File: config.mk
export PLATFORM = sky130hd
export DESIGN_NAME = uart_irq_ctrl
export DESIGN_NICKNAME = d
export VERILOG_FILES = /design/src/rtl/uart_irq_ctrl.sv
export SDC_FILE = /design/constraint.sdc
export NUM_CORES = 1
export LEC_CHECK = 0
export BUFFER_PORTS_ARGS = -buffer_cell sky130_fd_sc_hd__buf_2
export CELL_PAD_IN_SITES_DETAIL_PLACEMENT = 0
export CELL_PAD_IN_SITES_GLOBAL_PLACEMENT = 1
export CORE_MARGIN = 3
export CORE_UTILIZATION = 33
export CTS_CLUSTER_SIZE = 10
export DETAILED_ROUTE_END_ITERATION = 8
export HOLD_SLACK_MARGIN = 0.1
export PLACE_DENSITY = 0.85
export SLEW_MARGIN = 20
export SYNTH_ARGS = -nofsm -noshare
export SYNTH_HDL_FRONTEND = slang
export SYNTH_SLANG_ARGS = --single-unit
File: constraint.sdc
create_clock -name clk -period 2.25 [get_ports clk]
set_clock_uncertainty 0.05 [all_clocks]
set_input_delay 0.225 -clock clk [delete_from_list [all_inputs] [get_ports clk]]
set_output_delay 0.225 -clock clk [all_outputs]
set_load 0.01 [all_outputs]
File: src/rtl/uart_irq_ctrl.sv
module uart_irq_ctrl (
  input  logic       clk,
  input  logic       rst_n,
  input  logic       wr_en,
  input  logic       rd_en,
  input  logic       addr,
  input  logic [7:0] wdata,
  output logic [7:0] rdata,
  input  logic       line_stat,
  input  logic       rx_ready,
  input  logic       char_timeout,
  input  logic       thr_empty,
  input  logic       thr_write,
  input  logic       modem_stat,
  output logic       irq
);
  localparam logic [3:0] CODE_NONE = 4'h1;
  localparam logic [3:0] CODE_LINE = 4'h6;
  localparam logic [3:0] CODE_DATA = 4'h4;
  localparam logic [3:0] CODE_TOUT = 4'hC;
  localparam logic [3:0] CODE_THRE = 4'h2;
  localparam logic [3:0] CODE_MDM  = 4'h0;

  logic [3:0] en_q;
  logic [3:0] code_q;
  logic [3:0] code_live;
  logic       irq_q;
  logic       acc_q;
  logic       empty_q;
  logic       thre_pend;

  wire acc      = rd_en & addr;
  wire acc_go   = acc & ~acc_q;
  wire en_wr    = wr_en & ~addr;
  wire thre_arm = (thr_empty & ~empty_q) |
                  (en_wr & wdata[1] & ~en_q[1] & thr_empty);

  logic unused_hi;
  assign unused_hi = ^wdata[7:4];

  always_comb begin
    if (en_q[2] && line_stat)         code_live = CODE_LINE;
    else if (en_q[0] && char_timeout) code_live = CODE_TOUT;
    else if (en_q[0] && rx_ready)     code_live = CODE_DATA;
    else if (en_q[1] && thre_pend)    code_live = CODE_THRE;
    else if (en_q[3] && modem_stat)   code_live = CODE_MDM;
    else                              code_live = CODE_NONE;
  end

  always_ff @(posedge clk) begin
    if (!rst_n) begin
      en_q      <= '0;
      code_q    <= CODE_NONE;
      irq_q     <= 1'b0;
      acc_q     <= 1'b0;
      empty_q   <= 1'b1;
      thre_pend <= 1'b0;
    end else begin
      acc_q   <= acc;
      empty_q <= thr_empty;
      if (en_wr) en_q <= wdata[3:0];
      if (!acc) begin
        code_q <= code_live;
        irq_q  <= ~code_live[0];
      end
      if (thr_write)                          thre_pend <= 1'b0;
      else if (thre_arm)                      thre_pend <= 1'b1;
      else if (acc_go && code_q == CODE_THRE) thre_pend <= 1'b0;
    end
  end

  assign rdata = addr ? {4'b0000, code_q} : {4'b0000, en_q};
  assign irq   = irq_q;

  p_masked_quiet_r3: assert property (@(posedge clk) disable iff (!rst_n)
    (en_q == 4'h0 && !acc) |=> !irq);

  p_line_first_r4: assert property (@(posedge clk) disable iff (!rst_n)
    (en_q[2] && line_stat && !acc) |=> (code_q == CODE_LINE));

  p_frozen_read_r6: assert property (@(posedge clk) disable iff (!rst_n)
    (acc && acc_q) |-> ($stable(code_q) && $stable(irq_q)));

  p_thr_write_clears_r8: assert property (@(posedge clk) disable iff (!rst_n)
    thr_write |=> !thre_pend);

  p_irq_tracks_code_r9: assert property (@(posedge clk) disable iff (!rst_n)
    !acc |=> (irq == !code_q[0]));
endmodule

==> results.ini, run 1 <==
[floorplanning]
initial_utilization_pct = 36.12
core_mm2 = 0.001559
die-area_mm2 = 0.002238
fp.dieW_um = 47.31
die_y_um = 47.31
fp-row-count = 14
pin_count = 28

[layout]
nets = 97
num_antenna_cells = 0
final_cell_area_um2 = 659.4
areaGrowthSynthToFinish_pct = 17.11
drive_gt1_share_pct = 31.58

[power_and_ir_drop]
pwr_density_cell_mw_per_mm2 = 633.8
seqPwrFrac_pct = 55.0
power.switching_w = 0.0001033
p_clk_share_pct = 30.5
max-vdd-ir-drop_v = 0.0002936
swShare_pct = 24.71
p_leak_nw = 0.3203
p_comb_share_pct = 14.5
p_int_w = 0.0003146

[drt]
dr.pass1.iters = 4
drt_iter0_markers = 5
wl_per_cell_um = 12.29
vias = 472
avgViaCountPerCell = 5.130
wl_met3_um = 96
top_layer = met4
drc_errors = 0
m1WireLength_um = 556
ant_nets = 0
finalWirelength_um = 1131
routed-wl-met2_um = 470

[clocking]
clk_latency_ns = 0.27
cts_inserted_buffers = 3
clockBufferDepth = 2
cts_max_level = 1
tritoncts = built
ctsHoldBuffers = 0
cts_resized = 0
clkSlewWorstSetupHoldPaths_ns = 0.07
cts.sinks = 12
root_buffer = clkbuf_4
post_cts_buffers = 0

[synth]
seq_area_frac_synth_pct = 42.67
ys_warn_count = 0
synth_top_area_share_pct = 42.67
yosysTopAreaCell = dfxtp_1
synth_edf_count = 0
synth_cell_types = 23
netlist_top_cells_count = 12 x dfxtp_1, 6 x nand3_1, 5 x buf_4, 5 x nor2b_1, 4 x mux2i_1
ys_async_sr_fraction_pct = 0
netlist_area_um2 = 563.0
yosys-top-cells-area = dfxtp_1 43%, mux2i_1 7.1%, buf_4 6.7%
synth.most_common_cell = dfxtp_1
ys_seq_elements = 12
synthFlopType = dfxtp_1
syn_inst = 58
syn_avg_cell_area_um2 = 9.708

[global_routing]
grt_pass1_vias = 416
antenna_found_initial = 0
grt_max_degree = 13
grt_overflow = 0
grt_pass1_wl_um = 1738
grt_usage_pct = 11.28

[place]
place_congestion = 0.7096
portBuffers = 19
pre_cts_slack_ns = 0.8798
place_hpwl_um = 883.5
placed_area_um2 = 636.9

[setup_path]
cp_max_fo = 3
r2r_cells = 3
critPathMaxStageDelay_ns = 0.53
cp_slowest_cell = or4b_1
crit_start = code_q[3]
r2r-start = code_q[3]
critPathArrivalTime_ns = 1.48
critical_path_class = register to register
crit_chain = or4b_1 > o311ai_1 > o21ai_1
timing.reg2reg.setup_slack_ns = 0.87
endpoint = thre_pend
start_kind = register
endpoint_kind = register
crit_required_ns = 2.35
timing.rr.end = thre_pend

[timing]
max_freq_mhz = 723.1
setup_viol = 0
rsz0062_at_grt = no
worst_slack_ns = 0.8670
totalNegativeSetupSlack_ns = 0
min_period_over_period_pct = 61.47
maxSlewViolCount = 0
final.min_clock_period_ns = 1.383
hold_viol = 0

[run_status]
status = completed

[worst_hold_path]
hp-start = thr_empty
hold_class = input port to register

[run]
max_cap_viol_count = 0

-- registers in the layout (all words and copies together), names as in the netlist --
name       flops
code_q         4
en_q           4
acc_q          1
empty_q        1
irq            1
thre_pend      1
-- power by group through the flow --
| stage | Clock [W] | Combinational, W | Sequential [W] |
|---|---|---|---|
| 3_3_place_gp | 0 | 0.0000599 | 0.000235 |
| 5_1_grt | 0.000139 | 0.0000689 | 0.000231 |
| 3_5_place_dp | 0 | 0.0000610 | 0.000235 |
| 4_1_cts | 0.000131 | 0.0000615 | 0.000230 |
| 6_report | 0.000127 | 0.0000606 | 0.000230 |
| 2_1_floorplan | 0 | 0.0000444 | 0.000234 |
-- worst min path at each step --
stage | to | cells after the start
6_report | empty_q | 2
4_1_cts | empty_q | 2
5_1_grt | empty_q | 2
2_1_floorplan | empty_q | 1
3_3_place_gp | empty_q | 2
3_5_place_dp | empty_q | 2
-- per-stage QoR --
| stage | power [W] | cells | hold WS, ns | util, % |
|---|---|---|---|---|
| 2_1_floorplan | 0.0002779 | 61 | 0.2480 | - |
| 3_3_place_gp | 0.0002945 | 89 | 0.3753 | 40.85 |
| 3_5_place_dp | 0.0002960 | 89 | 0.3810 | 40.85 |
| 4_1_cts | 0.0004221 | 92 | 0.1024 | 42.30 |
| 5_1_grt | 0.0004391 | 92 | 0.1030 | 42.30 |
| 6_report | 0.0004179 | 92 | 0.1037 | 42.30 |
-- critical path, delay by kind of cell, from the launching register on --
kind | cells | cell delay (ns)
and+or+nand+nor | 1 | 0.53
AOI/OAI and AO/OA | 2 | 0.37
DFF | 1 | 0.32
-- cell type report --
class,instances,area [µm²]
fillers,164,899.6
multi-input cells,41,277.8
flip-flops and latches,12,240.2
repair buffers,19,95.09
clock buffers,3,22.52
well taps,16,20.02
inverters,1,3.754
-- layer usage --
layer	up-vias	GRT usage (%)
li1	236	-
met1	213	14.84
met2	21	16.04
met3	2	5.747
met4	0	3.315
met5	-	0
-- kinds of logic after synthesis --
| family | synth area share [%] |
|---|---|
| compound gates | 14.22 |
| buf+inv | 9.999 |
| flops | 42.67 |
| mux | 15.11 |
| other cells | 0.6660 |
| simple gates | 17.33 |
-- cells in the final DEF, fill, tap and decap left out, types with 3 or more instances in the layout --
cell / synthesis / layout
dfxtp_1: 12 / 12
buf_2: 0 / 19
conb_1: 1 / 4
mux2i_1: 4 / 4
nor2b_1: 5 / 5
nand3_1: 6 / 6
clkbuf_4: 0 / 3
No activity file was read; power rests on OpenSTA's default activity.
==> run 2: changes to the inputs <==
- CORE_UTILIZATION: 33 -> 28
- PLACE_DENSITY: 0.85 -> 0.77
- clock period: 2.25 -> 1.2 ns (I/O delays scaled with it)
==> results.ini, run 2 (synthesis results as in run 1) <==
[run_status]
status = complete, but fails checks
violations = setup timing

[clocking]
root_buffer = clkbuf_4
cts.sinks = 12  ; unchanged
clkSlewWorstSetupHoldPaths_ns = 0.07  ; about the same
cts_max_level = 1  ; unchanged
tritoncts = built
cts_inserted_buffers = 3  ; unchanged
clockBufferDepth = 2  ; unchanged
clk_latency_ns = 0.27  ; about the same

[timing]
maxSlewViolCount = 0  ; unchanged
rsz0062_at_grt = yes
min_period_over_period_pct = 111.8  ; +50 points
max_freq_mhz = 745.2  ; +3.1%
hold_viol = 0  ; unchanged
worst_slack_ns = -0.1419  ; -1.009 ns
totalNegativeSetupSlack_ns = -0.3992  ; -0.3992 ns
final.min_clock_period_ns = 1.342  ; -0.04110 ns
setup_viol = 5  ; +5

[floorplanning]
fp-row-count = 15  ; +1
initial_utilization_pct = 30.93  ; -5.2 points
core_mm2 = 0.001821  ; +17%
die-area_mm2 = 0.002585  ; +16%
fp.dieW_um = 50.84  ; +7.5%
pin_count = 28  ; unchanged
die_y_um = 50.84  ; +7.5%

[global_routing]
grt_overflow = 0  ; unchanged
grt_max_degree = 13  ; unchanged
grt_pass1_wl_um = 2532  ; +46%
grt_pass1_vias = 551  ; +32%
grt_usage_pct = 13.16  ; +1.9 points
antenna_found_initial = 0  ; unchanged

[layout]
reg_top3 = code_q x4, en_q x4
drive_gt1_share_pct = 37.78  ; +6.2 points
areaGrowthSynthToFinish_pct = 49.11
final_common_cell = buf_2
nets = 110  ; +13%
final_cell_mix = 17 x buf_2, 9 x dfxtp_1, 9 x dlygate4sd3_1, 6 x nand3_1, 5 x nor2b_1
final_cell_area_um2 = 839.6  ; +27%
num_antenna_cells = 0  ; unchanged

[setup_path]
crit_chain = or4b_4 > o311ai_2 > o21ai_1
endpoint_kind = register
cp_max_fo = 2  ; -1
critPathMaxStageDelay_ns = 0.53  ; about the same
start_kind = register
critical_path_class = register to register
crit_required_ns = 1.30  ; -1.05 ns
critPathArrivalTime_ns = 1.44  ; -0.04 ns
cp_slowest_cell = or4b_4

[drt]
drt_iter0_markers = 7  ; +2
dr.pass1.iters = 4  ; unchanged
vias = 536  ; +14%
drc_errors = 0  ; unchanged
m1WireLength_um = 588  ; +5.8%
routed-wl-met2_um = 753  ; +60%
wl_per_cell_um = 12.54  ; +2.0%
finalWirelength_um = 1442  ; +27%
ant_nets = 0  ; unchanged
top_layer = met3
avgViaCountPerCell = 4.661  ; -9.2%
wl_met3_um = 100  ; +4.2%

[power_and_ir_drop]
pwr_density_cell_mw_per_mm2 = 1083  ; +71%
seqPwrFrac_pct = 47.7  ; -7.3 points
p_leak_nw = 0.3957  ; +24%
swShare_pct = 23.54  ; -1.2 points
p_int_w = 0.0006951  ; +120%
power.switching_w = 0.0002141  ; +110%
max-vdd-ir-drop_v = 0.0006529  ; +120%
total_power_w = 0.0009092  ; +120%
p_clk_share_pct = 34.6  ; +4.1 points
p_comb_share_pct = 17.7  ; +3.2 points

[worst_hold_path]
hold_class = input port to register

[place]
portBuffers = 19  ; unchanged
pre_cts_slack_ns = -0.1315  ; -1.011 ns
place_hpwl_um = 950.2  ; +7.5%
place_congestion = 0.7595  ; +7.0%
placed_area_um2 = 678.2  ; +6.5%

[run]
max_cap_viol_count = 0  ; unchanged

run 2: cell types whose count changed in the layout (fill, tap and decap cells not counted), moves of 2 or more:
cell,before,now
dlygate4sd3_1,0,9
buf_4,0,3
buf_6,0,3
dfxtp_1,12,9
dfxtp_2,0,3
buf_2,19,17
run 2: per-layer routing:
| metal | global-route usage [%] | vias to the layer above |
|---|---|---|
| li1 | - | 264 |
| met1 | 15.05 | 253 |
| met2 | 23.04 | 19 |
| met3 | 5.248 | 0 |
| met4 | 2.691 | 0 |
| met5 | 0 | - |
run 2: repair_timing:
action,4_1_cts,5_1_grt
pin swaps,0,0
endpoints found under the hold margin,9,0
hold buffers,9,0
setup buffers,0,0
cloned,0,0
setup endpoints to repair,5,5
gates resized for setup,8,1
run 2: per-stage QoR:
step                      hold WS [ns]  instances  util (%)
final                           0.1336        115     46.12
after global routing            0.1423        115     46.12
after CTS                       0.1232        115     45.70
after detailed placement        0.2782        102     37.25
after global placement          0.2675        102     37.25
after floorplan                 0.1430         61         -
run 2: cell type report:
class	instances	area [µm²]
clock buffers	4	36.28
fillers	190	980.9
inverters	1	3.754
multi-input cells	41	292.8
flip-flops and latches	12	244.0
well taps	25	31.28
repair buffers	32	231.5
run 2: worst max-delay path: cells and delay by family (launching register included):
kind | cells | cell delay [ns]
AND/OR/NAND/NOR | 1 | 0.53
flip-flops | 1 | 0.33
AO/OA/AOI/OAI | 2 | 0.31
run 2: path summary, 6_finish.rpt:
kind                                start        end  slack [ns]  depth (start not counted)
worst max-delay path            code_q[3]  thre_pend       -0.14                          3
worst min-delay path             rx_ready  code_q[2]        0.13                          3
worst max register to register  code_q[3]  thre_pend       -0.14                          3
worst min register to register        irq        irq        0.45                          1
run 2: power by group through the flow:
stage / clock network (W) / registers (W) / logic [W]
6_report: 0.000315 / 0.000433 / 0.000161
5_1_grt: 0.000351 / 0.000437 / 0.000180
4_1_cts: 0.000325 / 0.000433 / 0.000159
3_5_place_dp: 0 / 0.000440 / 0.000125
3_3_place_gp: 0 / 0.000440 / 0.000123
2_1_floorplan: 0 / 0.000438 / 0.0000832
==> run 3: changes to the inputs <==
- ABC_AREA: not set -> 1
- CORE_UTILIZATION: 28 -> 26
- PLACE_DENSITY: 0.77 -> 0.76
==> results.ini, run 3 <==
[layout]
final_cell_mix = 21 x nand2_1, 19 x buf_2, 10 x dfxtp_1, 9 x nor2_1
num_antenna_cells = 0  ; unchanged
nets = 132  ; +20%
drive_gt1_share_pct = 28.83  ; -8.9 points
areaGrowthSynthToFinish_pct = 36.19
final_common_cell = nand2_1
final_core_util_pct = 38.97  ; -7.1 points
reg_top3 = code_q x4, en_q x4

[global_routing]
grt_max_degree = 10  ; -3
grt_pass1_vias = 590  ; +7.1%
grt_pass1_wl_um = 2346  ; -7.3%
grt_usage_pct = 11.25  ; -1.9 points
grt_overflow = 0  ; unchanged
antenna_found_initial = 0  ; unchanged

[timing]
max_freq_mhz = 879.4  ; +18%
setup_viol = 0  ; -5
maxSlewViolCount = 0  ; unchanged
hold_viol = 0  ; unchanged
rsz0062_at_grt = yes
worst_slack_ns = 0.06281  ; +0.2047 ns
min_period_over_period_pct = 94.77  ; -17 points
totalNegativeSetupSlack_ns = 0  ; +0.3992 ns
final.min_clock_period_ns = 1.137  ; -0.2047 ns

[clocking]
root_buffer = clkbuf_4
cts_max_level = 1  ; unchanged
tritoncts = built
clockBufferDepth = 2  ; unchanged
post_cts_buffers = 0  ; unchanged
cts.sinks = 12  ; unchanged
clkSlewWorstSetupHoldPaths_ns = 0.07  ; about the same
cts_inserted_buffers = 3  ; unchanged
clk_latency_ns = 0.27  ; about the same

[synth]
synth_edf_count = 0  ; unchanged
synth.most_common_cell = nand2_1
netlist_area_um2 = 584.3  ; +3.8%
synthFlopType = dfxtp_1
syn_inst = 83  ; +43%
ys_warn_count = 0  ; unchanged
netlist_top_cells_count = 21 x nand2_1, 12 x dfxtp_1, 10 x o21ai_0
syn_avg_cell_area_um2 = 7.040  ; -27%
seq_area_frac_synth_pct = 41.11  ; -1.6 points
yosysTopAreaCell = dfxtp_1
yosys-top-cells-area = dfxtp_1 41%, nand2_1 13%, o21ai_0 8.6%
synth_top_area_share_pct = 41.11  ; -1.6 points
ys_async_sr_fraction_pct = 0  ; unchanged
synth_cell_types = 17  ; -26%
ys_seq_elements = 12  ; unchanged

[place]
place_hpwl_um = 1011  ; +6.4%
portBuffers = 19  ; unchanged
place_congestion = 0.8134  ; +7.1%
pre_cts_slack_ns = 0.2951  ; +0.4267 ns

[drt]
wl_per_cell_um = 9.891  ; -21%
avgViaCountPerCell = 4.152  ; -11%
dr.pass1.iters = 5  ; +1
finalWirelength_um = 1365  ; -5.3%
ant_nets = 0  ; unchanged
vias = 573  ; +6.9%
drt_iter0_markers = 4  ; -3
drc_errors = 0  ; unchanged

[run_status]
status = completed

[power_and_ir_drop]
max-vdd-ir-drop_v = 0.0005535  ; -15%
pwr_density_cell_mw_per_mm2 = 1042  ; -3.8%
total_power_w = 0.0008291  ; -8.8%
p_leak_nw = 0.3866  ; -2.3%

[setup_path]
start_kind = input port
critPathArrivalTime_ns = 1.25  ; -0.19 ns
endpoint_kind = register
cp_max_fo = 3  ; +1
critical_path_class = input port to register
crit_required_ns = 1.31  ; about the same

[worst_hold_path]
hold_class = input port to register

[run]
max_cap_viol_count = 0  ; unchanged

[floorplanning]
core_mm2 = 0.002042  ; +12%
die_y_um = 53.41  ; +5.0%
fp.dieW_um = 53.41  ; +5.0%
fp-row-count = 16  ; +1
initial_utilization_pct = 28.62  ; -2.3 points
die-area_mm2 = 0.002852  ; +10%
pin_count = 28  ; unchanged

[run 3: cell count changes after synthesis, moves of 3 or more]
| cell | before | now |
|---|---|---|
| a21oi_1 | 2 | 5 |
| inv_1 | 1 | 7 |
| inv_2 | 0 | 3 |
| mux2i_1 | 4 | 0 |
| nand2_1 | 2 | 21 |
| nand3_1 | 6 | 3 |
| nor2_1 | 0 | 9 |
| nor2b_1 | 5 | 0 |
| o21ai_0 | 2 | 10 |
[run 3: layout make-up]
type	instances	area, µm²
multi-input cells	59	284.0
inverters	10	37.54
repair buffers	27	175.2
well taps	27	33.78
clock buffers	3	22.52
fillers	244	1246
flip-flops and latches	12	242.7
[run 3: cells by family after synthesis]
| group | Yosys count | synth area share (%) |
|---|---|---|
| other | 1 | 0.6418 |
| AND/OR/NAND/NOR | 38 | 28.91 |
| AO/OA/AOI/OAI | 17 | 15.85 |
| buffers and inverters | 15 | 13.49 |
| flip-flops | 12 | 41.11 |
[run 3: routing by layer]
layer | global-route usage [%] | share of wire [%] | up-vias
met5 | 0 | 0 | -
met2 | 17.76 | 47 | 16
met1 | 13.64 | 45 | 245
met4 | 2.553 | 0 | 0
met3 | 5.352 | 8.5 | 0
li1 | - | - | 312
[run 3: critical path, stage by stage]
cell and delay [ns]:
dlygate4sd3_1 0.53, buf_2 0.14, o21ai_4 0.17, nand2_1 0.06
nor2_1 0.13, o21ai_0 0.09
[run 3: final timing paths]
path / start / to / slack, ns / cells past startpoint
hold / removal: rst_n / en_q[1] / 0.11 / 3
hold reg to reg: irq / irq / 0.41 / 2
setup / recovery: char_timeout / irq / 0.06 / 6
setup reg to reg: code_q[1] / thre_pend / 0.34 / 5
[run 3: power breakdown]
group / leakage [nW] / internal, W / switching [W] / total (W)
Clock: 0.0138 / 0.000116 / 0.000126 / 0.000242
Combinational: 0.273 / 0.0000693 / 0.0000808 / 0.000150
Sequential: 0.0994 / 0.000422 / 0.0000154 / 0.000437
Total: 0.387 / 0.000607 / 0.000222 / 0.000829
[run 3: what timing repair did]
item,4_1_cts,5_1_grt
endpoints found under the setup margin,1,4
gates resized for setup,1,4
hold endpoints to repair,8,0
hold buffers,8,0
pin swaps,0,0
[run 3: metrics by stage]
step,cell area [µm²],instances,hold WS [ns]
floorplan,595.6,86,0.1765
global placement,683.2,127,0.2737
detailed placement,683.2,127,0.2753
CTS,787.0,138,0.1087
global route,795.8,138,0.1150
finish,795.8,138,0.1083
